<file path="config.mk">
export PLATFORM = sky130hd
export DESIGN_NAME = vlan_tbl_seq
export DESIGN_NICKNAME = d
export VERILOG_FILES = /design/src/rtl/vlan_seq_pkg.sv /design/src/rtl/vlan_seq_dp.sv /design/src/rtl/vlan_seq_ctrl.sv /design/src/rtl/vlan_tbl_seq.sv
export SDC_FILE = /design/constraint.sdc
export NUM_CORES = 1
export LEC_CHECK = 0
export BUFFER_PORTS_ARGS = -buffer_cell sky130_fd_sc_hd__buf_2
export CAP_MARGIN = 15
export CORE_MARGIN = 5
export CORE_UTILIZATION = 43
export CTS_BUF_LIST = sky130_fd_sc_hd__clkbuf_8
export CTS_CLUSTER_DIAMETER = 200
export DETAILED_ROUTE_END_ITERATION = 10
export PLACE_DENSITY = 0.73
export REMOVE_ABC_BUFFERS = 1
export SYNTH_ARGS = -nofsm -noshare
export SYNTH_HDL_FRONTEND = slang
export SYNTH_HIERARCHICAL = 1
export SYNTH_SLANG_ARGS = --single-unit
</file>
<file path="constraint.sdc">
create_clock -name clk -period 3.4 [get_ports clk]
set_clock_uncertainty 0.05 [all_clocks]
set_input_delay 0.34 -clock clk [delete_from_list [all_inputs] [get_ports clk]]
set_output_delay 0.34 -clock clk [all_outputs]
set_load 0.02 [all_outputs]
</file>
<file path="src/rtl/vlan_seq_pkg.sv">
package vlan_seq_pkg;

  localparam logic [1:0] OP_READ   = 2'd0;
  localparam logic [1:0] OP_WRITE  = 2'd1;
  localparam logic [1:0] OP_DELETE = 2'd2;

  typedef enum logic [3:0] {
    BUS_NONE,
    BUS_DEF_SET,
    BUS_DEF_RD,
    BUS_DEF_CLR,
    BUS_IDX,
    BUS_ENTRY_WR,
    BUS_ACC_WR,
    BUS_ACC_RD,
    BUS_ENTRY_RD
  } busSel_t;

  typedef struct packed {
    logic    loadCmd;
    logic    portRst;
    logic    portInc;
    logic    pollRst;
    logic    pollInc;
    logic    capEntry;
    busSel_t busSel;
  } seqStrobe_t;

  typedef struct packed {
    logic opRead;
    logic opWrite;
    logic opDelete;
    logic opBad;
    logic vidZero;
    logic memEmpty;
    logic portUpd;
    logic portValid;
    logic portLast;
    logic defMatch;
    logic accBusy;
    logic pollLast;
  } seqStatus_t;

endpackage

</file>
<file path="src/rtl/vlan_seq_dp.sv">
module vlan_seq_dp
  import vlan_seq_pkg::*;
#(
  parameter int NUM_PORTS = 9,
  parameter int VID_W = 12,
  parameter int ADDR_W = 8,
  parameter int DATA_W = 32,
  parameter int POLL_LIMIT = 100,
  parameter logic [NUM_PORTS-1:0] VALID_MASK = 9'h11F,
  parameter int IDX_ADDR = 8'h10,
  parameter int ENTRY_ADDR = 8'h14,
  parameter int ACC_ADDR = 8'h1C,
  parameter int DEF_BASE = 8'h40
) (
  input  logic                 clk,
  input  logic                 rstN,
  input  seqStrobe_t           stb,
  input  logic [1:0]           cmdOp,
  input  logic [VID_W-1:0]     cmdVid,
  input  logic [NUM_PORTS-1:0] cmdMembers,
  input  logic [NUM_PORTS-1:0] cmdUntag,
  input  logic [NUM_PORTS-1:0] cmdDefault,
  input  logic [DATA_W-1:0]    regRdata,
  output seqStatus_t           status,
  output logic                 regWrite,
  output logic [ADDR_W-1:0]    regAddr,
  output logic [DATA_W-1:0]    regWdata,
  output logic [DATA_W-1:0]    rspEntry
);

  localparam int PORT_W = $clog2(NUM_PORTS);
  localparam int POLL_W = $clog2(POLL_LIMIT);
  localparam int DEF_W = 16;
  localparam int START_BIT = 7;
  localparam int ENTRY_W = 2 * NUM_PORTS;

  logic [1:0]           opR;
  logic [VID_W-1:0]     vidR;
  logic [NUM_PORTS-1:0] memR, untR, dflR;
  logic [PORT_W-1:0]    portIdx;
  logic [POLL_W-1:0]    pollCnt;
  logic [NUM_PORTS-1:0] updMask;
  logic [ENTRY_W-1:0]   entryWord;
  logic [DATA_W-1:0]    accWord;

  always_ff @(posedge clk) begin
    if (!rstN) begin
      opR  <= '0;
      vidR <= '0;
      memR <= '0;
      untR <= '0;
      dflR <= '0;
    end else if (stb.loadCmd) begin
      opR  <= cmdOp;
      vidR <= cmdVid;
      memR <= cmdMembers;
      untR <= cmdUntag;
      dflR <= cmdDefault;
    end
  end

  always_ff @(posedge clk) begin
    if (!rstN || stb.portRst) portIdx <= '0;
    else if (stb.portInc)     portIdx <= portIdx + 1'b1;
  end

  always_ff @(posedge clk) begin
    if (!rstN || stb.pollRst) pollCnt <= '0;
    else if (stb.pollInc)     pollCnt <= pollCnt + 1'b1;
  end

  always_ff @(posedge clk) begin
    if (!rstN)             rspEntry <= '0;
    else if (stb.capEntry) rspEntry <= regRdata;
  end

  assign updMask   = untR | dflR;
  assign entryWord = {untR, memR};

  always_comb begin
    accWord            = '0;
    accWord[START_BIT] = 1'b1;
    accWord[0]         = (opR == OP_READ);
  end

  always_comb begin
    status.opRead    = (opR == OP_READ);
    status.opWrite   = (opR == OP_WRITE);
    status.opDelete  = (opR == OP_DELETE);
    status.opBad     = (opR == 2'd3);
    status.vidZero   = (vidR == '0);
    status.memEmpty  = (memR == '0);
    status.portUpd   = updMask[portIdx];
    status.portValid = VALID_MASK[portIdx];
    status.portLast  = (portIdx == PORT_W'(NUM_PORTS - 1));
    status.defMatch  = (regRdata[DEF_W-1:0] == DEF_W'(vidR));
    status.accBusy   = regRdata[START_BIT];
    status.pollLast  = (pollCnt == POLL_W'(POLL_LIMIT - 1));
  end

  always_comb begin
    regWrite = 1'b0;
    regAddr  = '0;
    regWdata = '0;
    case (stb.busSel)
      BUS_DEF_SET: begin
        regWrite = 1'b1;
        regAddr  = ADDR_W'(DEF_BASE) + ADDR_W'({portIdx, 1'b0});
        regWdata = DATA_W'(vidR);
      end
      BUS_DEF_RD: begin
        regAddr  = ADDR_W'(DEF_BASE) + ADDR_W'({portIdx, 1'b0});
      end
      BUS_DEF_CLR: begin
        regWrite = 1'b1;
        regAddr  = ADDR_W'(DEF_BASE) + ADDR_W'({portIdx, 1'b0});
      end
      BUS_IDX: begin
        regWrite = 1'b1;
        regAddr  = ADDR_W'(IDX_ADDR);
        regWdata = DATA_W'(vidR);
      end
      BUS_ENTRY_WR: begin
        regWrite = 1'b1;
        regAddr  = ADDR_W'(ENTRY_ADDR);
        regWdata = (opR == OP_WRITE) ? DATA_W'(entryWord) : '0;
      end
      BUS_ACC_WR: begin
        regWrite = 1'b1;
        regAddr  = ADDR_W'(ACC_ADDR);
        regWdata = accWord;
      end
      BUS_ACC_RD:   regAddr = ADDR_W'(ACC_ADDR);
      BUS_ENTRY_RD: regAddr = ADDR_W'(ENTRY_ADDR);
      default: ;
    endcase
  end

  AST_ENTRY_HELD: assert property (@(posedge clk) disable iff (!rstN)
    !stb.capEntry |=> $stable(rspEntry));
  AST_PORT_IN_RANGE: assert property (@(posedge clk) disable iff (!rstN)
    stb.portInc |=> portIdx < PORT_W'(NUM_PORTS));

endmodule

</file>
<file path="src/rtl/vlan_seq_ctrl.sv">
module vlan_seq_ctrl
  import vlan_seq_pkg::*;
(
  input  logic       clk,
  input  logic       rstN,
  input  logic       cmdValid,
  input  logic       regAck,
  input  logic       regErr,
  input  seqStatus_t status,
  output seqStrobe_t stb,
  output logic       regReq,
  output logic       cmdReady,
  output logic       rspDone,
  output logic       rspErr
);

  typedef enum logic [3:0] {
    S_IDLE, S_CHECK, S_PORT_EVAL, S_DEF_SET, S_DEF_RD, S_DEF_CLR,
    S_IDX, S_ENTRY_WR, S_ACC_WR, S_POLL, S_ENTRY_RD, S_FIN_OK, S_FIN_ERR
  } seqState_t;

  seqState_t state, nxt;
  logic xferOk, xferBad, doAdv;

  assign xferOk  = regAck && !regErr;
  assign xferBad = regAck && regErr;

  always_ff @(posedge clk) begin
    if (!rstN) state <= S_IDLE;
    else       state <= nxt;
  end

  always_comb begin
    nxt   = state;
    stb   = '0;
    stb.busSel = BUS_NONE;
    doAdv = 1'b0;
    case (state)
      S_IDLE: if (cmdValid) begin
        stb.loadCmd = 1'b1;
        stb.portRst = 1'b1;
        nxt = S_CHECK;
      end
      S_CHECK: begin
        if (status.opBad || status.vidZero)        nxt = S_FIN_ERR;
        else if (status.opWrite && status.memEmpty) nxt = S_FIN_OK;
        else if (status.opRead)                     nxt = S_IDX;
        else                                        nxt = S_PORT_EVAL;
      end
      S_PORT_EVAL: begin
        if (status.opWrite && status.portUpd)          nxt = S_DEF_SET;
        else if (status.opDelete || status.portValid)  nxt = S_DEF_RD;
        else                                           doAdv = 1'b1;
      end
      S_DEF_SET, S_DEF_CLR: begin
        stb.busSel = (state == S_DEF_SET) ? BUS_DEF_SET : BUS_DEF_CLR;
        if (xferBad)     nxt = S_FIN_ERR;
        else if (xferOk) doAdv = 1'b1;
      end
      S_DEF_RD: begin
        stb.busSel = BUS_DEF_RD;
        if (xferBad) nxt = S_FIN_ERR;
        else if (xferOk) begin
          if (status.defMatch) nxt = S_DEF_CLR;
          else                 doAdv = 1'b1;
        end
      end
      S_IDX: begin
        stb.busSel = BUS_IDX;
        if (xferBad)     nxt = S_FIN_ERR;
        else if (xferOk) nxt = status.opRead ? S_ACC_WR : S_ENTRY_WR;
      end
      S_ENTRY_WR: begin
        stb.busSel = BUS_ENTRY_WR;
        if (xferBad)     nxt = S_FIN_ERR;
        else if (xferOk) nxt = S_ACC_WR;
      end
      S_ACC_WR: begin
        stb.busSel = BUS_ACC_WR;
        if (xferBad) nxt = S_FIN_ERR;
        else if (xferOk) begin
          stb.pollRst = 1'b1;
          nxt = S_POLL;
        end
      end
      S_POLL: begin
        stb.busSel = BUS_ACC_RD;
        if (xferBad) nxt = S_FIN_ERR;
        else if (xferOk) begin
          if (!status.accBusy)      nxt = status.opRead ? S_ENTRY_RD : S_FIN_OK;
          else if (status.pollLast) nxt = S_FIN_ERR;
          else                      stb.pollInc = 1'b1;
        end
      end
      S_ENTRY_RD: begin
        stb.busSel = BUS_ENTRY_RD;
        if (xferBad) nxt = S_FIN_ERR;
        else if (xferOk) begin
          stb.capEntry = 1'b1;
          nxt = S_FIN_OK;
        end
      end
      S_FIN_OK, S_FIN_ERR: nxt = S_IDLE;
      default: nxt = S_IDLE;
    endcase
    if (doAdv) begin
      if (status.portLast) nxt = S_IDX;
      else begin
        stb.portInc = 1'b1;
        nxt = S_PORT_EVAL;
      end
    end
  end

  assign regReq   = (stb.busSel != BUS_NONE);
  assign cmdReady = (state == S_IDLE);
  assign rspDone  = (state == S_FIN_OK) || (state == S_FIN_ERR);
  assign rspErr   = (state == S_FIN_ERR);

  AST_DONE_PULSE: assert property (@(posedge clk) disable iff (!rstN)
    rspDone |=> !rspDone && cmdReady);
  AST_BAD_CMD_REJECT: assert property (@(posedge clk) disable iff (!rstN)
    (state == S_CHECK && (status.opBad || status.vidZero)) |=> rspDone && rspErr);
  AST_EMPTY_WRITE_OK: assert property (@(posedge clk) disable iff (!rstN)
    (state == S_CHECK && status.opWrite && status.memEmpty && !status.vidZero)
      |=> rspDone && !rspErr);
  AST_POLL_GIVEUP: assert property (@(posedge clk) disable iff (!rstN)
    (state == S_POLL && xferOk && status.accBusy && status.pollLast) |=> rspErr);
  AST_ERR_ABORT: assert property (@(posedge clk) disable iff (!rstN)
    (regReq && regAck && regErr) |=> rspDone && rspErr && !regReq);

endmodule

</file>
<file path="src/rtl/vlan_tbl_seq.sv">
module vlan_tbl_seq
  import vlan_seq_pkg::*;
#(
  parameter int NUM_PORTS = 9,
  parameter int VID_W = 12,
  parameter int ADDR_W = 8,
  parameter int DATA_W = 32,
  parameter int POLL_LIMIT = 100,
  parameter logic [NUM_PORTS-1:0] VALID_MASK = 9'h11F,
  parameter int IDX_ADDR = 8'h10,
  parameter int ENTRY_ADDR = 8'h14,
  parameter int ACC_ADDR = 8'h1C,
  parameter int DEF_BASE = 8'h40
) (
  input  logic                 clk,
  input  logic                 rstN,
  input  logic                 cmdValid,
  input  logic [1:0]           cmdOp,
  input  logic [VID_W-1:0]     cmdVid,
  input  logic [NUM_PORTS-1:0] cmdMembers,
  input  logic [NUM_PORTS-1:0] cmdUntag,
  input  logic [NUM_PORTS-1:0] cmdDefault,
  output logic                 cmdReady,
  output logic                 rspDone,
  output logic                 rspErr,
  output logic [DATA_W-1:0]    rspEntry,
  output logic                 regReq,
  output logic                 regWrite,
  output logic [ADDR_W-1:0]    regAddr,
  output logic [DATA_W-1:0]    regWdata,
  input  logic                 regAck,
  input  logic                 regErr,
  input  logic [DATA_W-1:0]    regRdata
);

  seqStrobe_t stb;
  seqStatus_t status;

  vlan_seq_ctrl ctrl_i (
    .clk(clk), .rstN(rstN), .cmdValid(cmdValid), .regAck(regAck),
    .regErr(regErr), .status(status), .stb(stb), .regReq(regReq),
    .cmdReady(cmdReady), .rspDone(rspDone), .rspErr(rspErr)
  );

  vlan_seq_dp #(
    .NUM_PORTS(NUM_PORTS), .VID_W(VID_W), .ADDR_W(ADDR_W), .DATA_W(DATA_W),
    .POLL_LIMIT(POLL_LIMIT), .VALID_MASK(VALID_MASK), .IDX_ADDR(IDX_ADDR),
    .ENTRY_ADDR(ENTRY_ADDR), .ACC_ADDR(ACC_ADDR), .DEF_BASE(DEF_BASE)
  ) dp_i (
    .clk(clk), .rstN(rstN), .stb(stb), .cmdOp(cmdOp), .cmdVid(cmdVid),
    .cmdMembers(cmdMembers), .cmdUntag(cmdUntag), .cmdDefault(cmdDefault),
    .regRdata(regRdata), .status(status), .regWrite(regWrite),
    .regAddr(regAddr), .regWdata(regWdata), .rspEntry(rspEntry)
  );

  AST_REQ_HOLD: assert property (@(posedge clk) disable iff (!rstN)
    (regReq && !regAck) |=> regReq && $stable(regAddr) && $stable(regWdata)
                           && $stable(regWrite));

endmodule

</file>
**Word level (Yosys, flattened, before mapping)**

Memories as Yosys holds them, arrays and structs flattened. A register that Yosys moved wholly into a read port is not among the register bits.
Cells that the tools add are included.

- Muxes and demuxes: 57
- Reduce and logical (&&, ||, !) cells: 23
- Shift-type cells: 0
- Multipliers: 0
- Add/subtract/negate cells: 3
- Div/mod/pow operators: 0
- Order comparisons: 1
- Eq/ne operators: 37
- Bitwise logic cells: 1

Operators with widths:

| cell | number |
|---|---|
| two-way mux 4 bit | 25 |
| case mux 32 bit (3 select lines) | 1 |
| case mux 4 bit (10 select lines) | 1 |
| == test 4 x 3 -> 1 bit, second input constant | 8 |
| inequality test 4 x 1 -> 1 bit, second input constant | 8 |
| case mux 8 bit (4 select lines) | 1 |
| == test 4 bit, second input constant | 7 |
| case mux 4 bit (7 select lines) | 1 |
| two-way mux 1 bit | 20 |
| two-way mux 18 bit | 1 |
| == test 16 x 12 -> 1 bit | 1 |
| == test 4 x 2 -> 1 bit, second input constant | 4 |
| zero test 12 bit | 1 |
| AND reduction 11 bit | 1 |
| zero test 9 bit | 1 |
| OR 9 bit | 1 |
| adder 7 x 5 -> 8 bit, first input constant | 1 |
| == test 4 x 1 -> 1 bit, second input constant | 2 |
| OR reduction 2 bit | 4 |
| adder 7 x 1 -> 7 bit, second input constant | 1 |
| == test 7 bit, second input constant | 1 |
| two-way mux 2 bit | 3 |
| two-way mux 3 bit | 2 |
| logical OR 1 bit | 5 |
| 16 further kinds | 21 |

- Logic and storage cells: 132
- Memory bits (read-only): 16
- Register bits after elaboration: 88
- Input port bits: 78
- Memories kept: 1
- Bits in writable memories: 0
- Output and inout bits: 77
- Bits in latches: 0

Memory list:

| name | words | bits a word | rd ports | clocked after memory_dff | wr ports | RTL line | text |
|---|---|---|---|---|---|---|---|
| (name not given) | 16 | 1 | 1 | 1 | 0 | vlan_seq_dp.sv:94 | `status.portValid = VALID_MASK[portIdx];` |

**Depth between registers and ports, before layout**

- Depth in word-level cells: 9
- Gate-level depth with buffers: 13
- Gate-level depth less buffers: 12

**By module**

The synthesis kept the hierarchy.

Modules (own cells, without submodules):

| module | cells each | area an instance (um^2) | instances | sequential area each (um^2) |
|---|---|---|---|---|
| vlan_seq_dp | 401 | 4003.8 | 1 | 1701.6 |
| vlan_seq_ctrl | 92 | 645.6 | 1 | 80.1 |

**Worst setup path before layout**

OpenSTA, ideal clock, no wires.

- Path type: register -> output
- Start: reg ctrl_i.state[3]
- End: out regWdata[10]
- Path slack: 0.708 ns
- Required time: 3.010 ns
- Data arrival time: 2.302 ns
- Cell stages (with the launch flop): 9
- Cell sequence: dfxtp_1 buf_2 buf_1 xnor2_1 and2_1 nand2b_2 nor4b_4 buf_6 a22o_1

RTL lines:

| element | RTL line | text |
|---|---|---|
| from (decl) | vlan_seq_ctrl.sv:22 | `seqState_t state, nxt;` |
| from (signal assigned) | vlan_seq_ctrl.sv:30 | `else state <= nxt;` |
| to (decl) | vlan_tbl_seq.sv:30 | `output logic [DATA_W-1:0] regWdata,` |

==> qor.txt <==
Final Critical Period -> 3.10 ns
Synthesis-to-finish area growth -> 19.7%
DRC -> 0
Critical Path Fanout Max -> 18
RSZ-0062 raised after global routing -> no
Fmax -> 0.323 GHz
Final Hold Viols -> 0
Die Height -> 114 um
Commonest cells after routing, fill and taps aside -> buf_2 (137), dfxtp_1 (89), nor2b_1 (78), mux2i_1 (76), nor2_1 (21)
Crit. End Element -> primary output
Worst EP arrival -> 2.71 ns
Mapped Avg Cell Area -> 9.43 sq um
Routed vias/inst -> 5.14
PwrDens -> 608 nW/um^2
Per-cell routed wire length -> 15.5 um
First-pass GRT wire length -> 18.8 mm
Cells after synthesis -> 493
Top delay family on crit path -> flip-flops
Grt ovf -> 0
Sink Count -> 89
Setup Fix Bufs, Post-CTS -> 0
Max-Cap Viols -> 0
CTS root buf -> clkbuf_8
Initial core utilization -> 43.5%
WP buf/inv -> 2
Antenna-violating nets left -> 0
DRT Pass-1 Iters -> 4
Gpl congestion -> 0.883
Critical path endpoint -> regWdata[8]
Max-slew headroom -> 56.4%
Worst Reg-to-Reg Cells -> 12
Hold Path Class -> input port to flip-flop
Fin nets -> 695
H-tree levels -> 3
Total CTS buffers -> 9
Total wire length -> 11.8 mm
Post-synth ARST share -> 0%
Kind of critical path -> flip-flop to primary output
Initial antenna violation count -> 0
Register area share after synthesis -> 38.3%
Slew @ Worst Pin -> 0.651 ns
Worst R2R Setup Slack -> 0.65 ns
Yosys reg bits -> 89
Min Hold Slack -> 0.184 ns
VDD IR-drop max -> 0.490 mV
Die W -> 114 um
CTS tree -> yes
Top_reg_cell synth -> dfxtp_1
Crit path largest cell delay -> 0.67 ns
Clock Path Buffers -> 2
HPWL Detailed -> 9.02 mm
Pwr Total -> 0.00338 W
Register clock-pin slew on the reported worst setup and hold paths -> 0.09 ns
N_diodes -> 0
Mapped Area -> 4650 sq um
Vias in the first global route -> 3,838
Worst skew pair latency -> 0.36 ns
Core area -> 10,700 sq um
Crit path cell chain -> a21oi_1, xnor2_1, and2_1, nand2b_2, nor4b_4, buf_4, a22o_1, buf_2
WP data required -> 3.01 ns
Leak -> 2.27 nW
Status -> completed
Total global-route track usage -> 17.9%
Fin. max-slew vios -> 0
Ys Warns -> 6
Post-CTS Hold Fix Bufs -> 0
Die area -> 13,000 sq um
CP startpoint -> ctrl_i/state[0]
Via count -> 3,899
DRT iter0 DRCs -> 153
Post_cts resized -> 0
Core Rows -> 38
Critical Path Start Type -> flip-flop
R2R Path End -> dp_i/status[4]
Largest net degree at the start of global routing -> 52
CP Depth -> 8
Setup-failing EPs final -> 0
I/O Buffers -> 137
Commonest non-fill, non-tap cell in the layout -> buf_2
Post-synth EDFFs -> 0
Crit Reg-Reg Startpoint -> dp_i/portIdx[1]
I/O pin count -> 155
Critical Path Slowest Stage Cell -> dfxtp_1
Post-synthesis cell type count -> 57
Final period util -> 91.1%
Share of cells above drive strength 1 -> 27.6%
state kept, by name, summed over array words and instances, names as in the netlist:
signal,flops
dp_i/memR,9
dp_i/status,1
dp_i/rspEntry,32
ctrl_i/state,4
dp_i/pollCnt,7
dp_i/dflR,9
dp_i/opR,2
dp_i/portIdx,4
dp_i/untR,9
dp_i/vidR,12
cell type report:
cell class                 count  area [sq um]
fill                        1032          5130
multi-input combinational    363          2610
sequential                    89          1780
timing repair buffer         146           778
tap                          140           175
clock buffer                  10           138
clock inverter                 6          65.1
inverter                       5          18.8
metal layers:
metal	global-route usage, %	up-vias	wire length (um)
li1	-	1935	-
met1	22.7	1830	5110
met2	28.8	119	5620
met3	4.77	15	804
met4	7.05	0	239
met5	0	-	0
metrics by stage:
stage | util (%) | instance area [sq um] | std cells | setup slack, ns | TNS, ns
after floorplan | - | 4400 | 457 | -1.16 | -37.17
after global placement | 50.1 | 5360 | 743 | 0.783 | 0
after detailed placement | 50.1 | 5360 | 743 | 0.695 | 0
after CTS | 52.0 | 5560 | 759 | 0.327 | 0
final | 52.0 | 5560 | 759 | 0.304 | 0
after global routing | 52.0 | 5560 | 759 | 0.0622 | 0
worst min-delay path: stages:
cell and delay [ns]:
buf_2 0.07, mux2i_1 0.05, nor2b_1 0.09
worst min path at each step:
stage | start | endpoint | slack (ns) | cells past startpoint
after detailed placement | dp_i/pollCnt[6] | dp_i/pollCnt[6] | 0.45 | 2
after global placement | dp_i/pollCnt[6] | dp_i/pollCnt[6] | 0.42 | 2
after global routing | cmdVid[4] | dp_i/vidR[4] | 0.18 | 3
final | cmdUntag[8] | dp_i/untR[8] | 0.18 | 3
after floorplan | dp_i/pollCnt[6] | dp_i/pollCnt[6] | 0.41 | 2
after CTS | cmdUntag[8] | dp_i/untR[8] | 0.16 | 3
cell usage after synthesis, types with 5 or more instances:
cell type / n / area share (%)
a21oi_1: 10 / 1.1
a22o_1: 10 / 1.9
and2_1: 13 / 1.7
buf_2: 9 / 0.97
buf_4: 21 / 3.4
clkbuf_1: 17 / 1.4
dfxtp_1: 89 / 38
mux2i_1: 76 / 16
nand2_1: 13 / 1.0
nand2b_1: 9 / 1.2
nand3_1: 5 / 0.54
nand4_1: 6 / 0.81
nor2_1: 21 / 1.7
nor2b_1: 78 / 10
nor3_1: 10 / 1.1
nor4_1: 11 / 1.5
o21ai_0: 8 / 0.86
xnor2_1: 12 / 2.3
xor2_1: 9 / 1.7
cells by family (layout without fill, tap and decap cells):
family / Yosys count / count (layout) / share of synthesized area [%]
buffers and inverters: 57 / 167 / 7.02
and+or+nand+nor: 186 / 186 / 23.8
xor gates and xnor gates: 21 / 21 / 3.96
DFF: 89 / 89 / 38.3
other: 1 / 17 / 0.0807
adders and majority gates: 4 / 4 / 1.02
AOI/OAI and AO/OA: 59 / 59 / 9.42
muxes: 76 / 76 / 16.4
power by group:
part           switching (W)  internal (W)  total (W)
combinational       0.000733      0.000581    0.00131
clock               0.000383      0.000363   0.000745
sequential          0.000158       0.00117    0.00132
No activity file was read; power rests on OpenSTA's default activity.
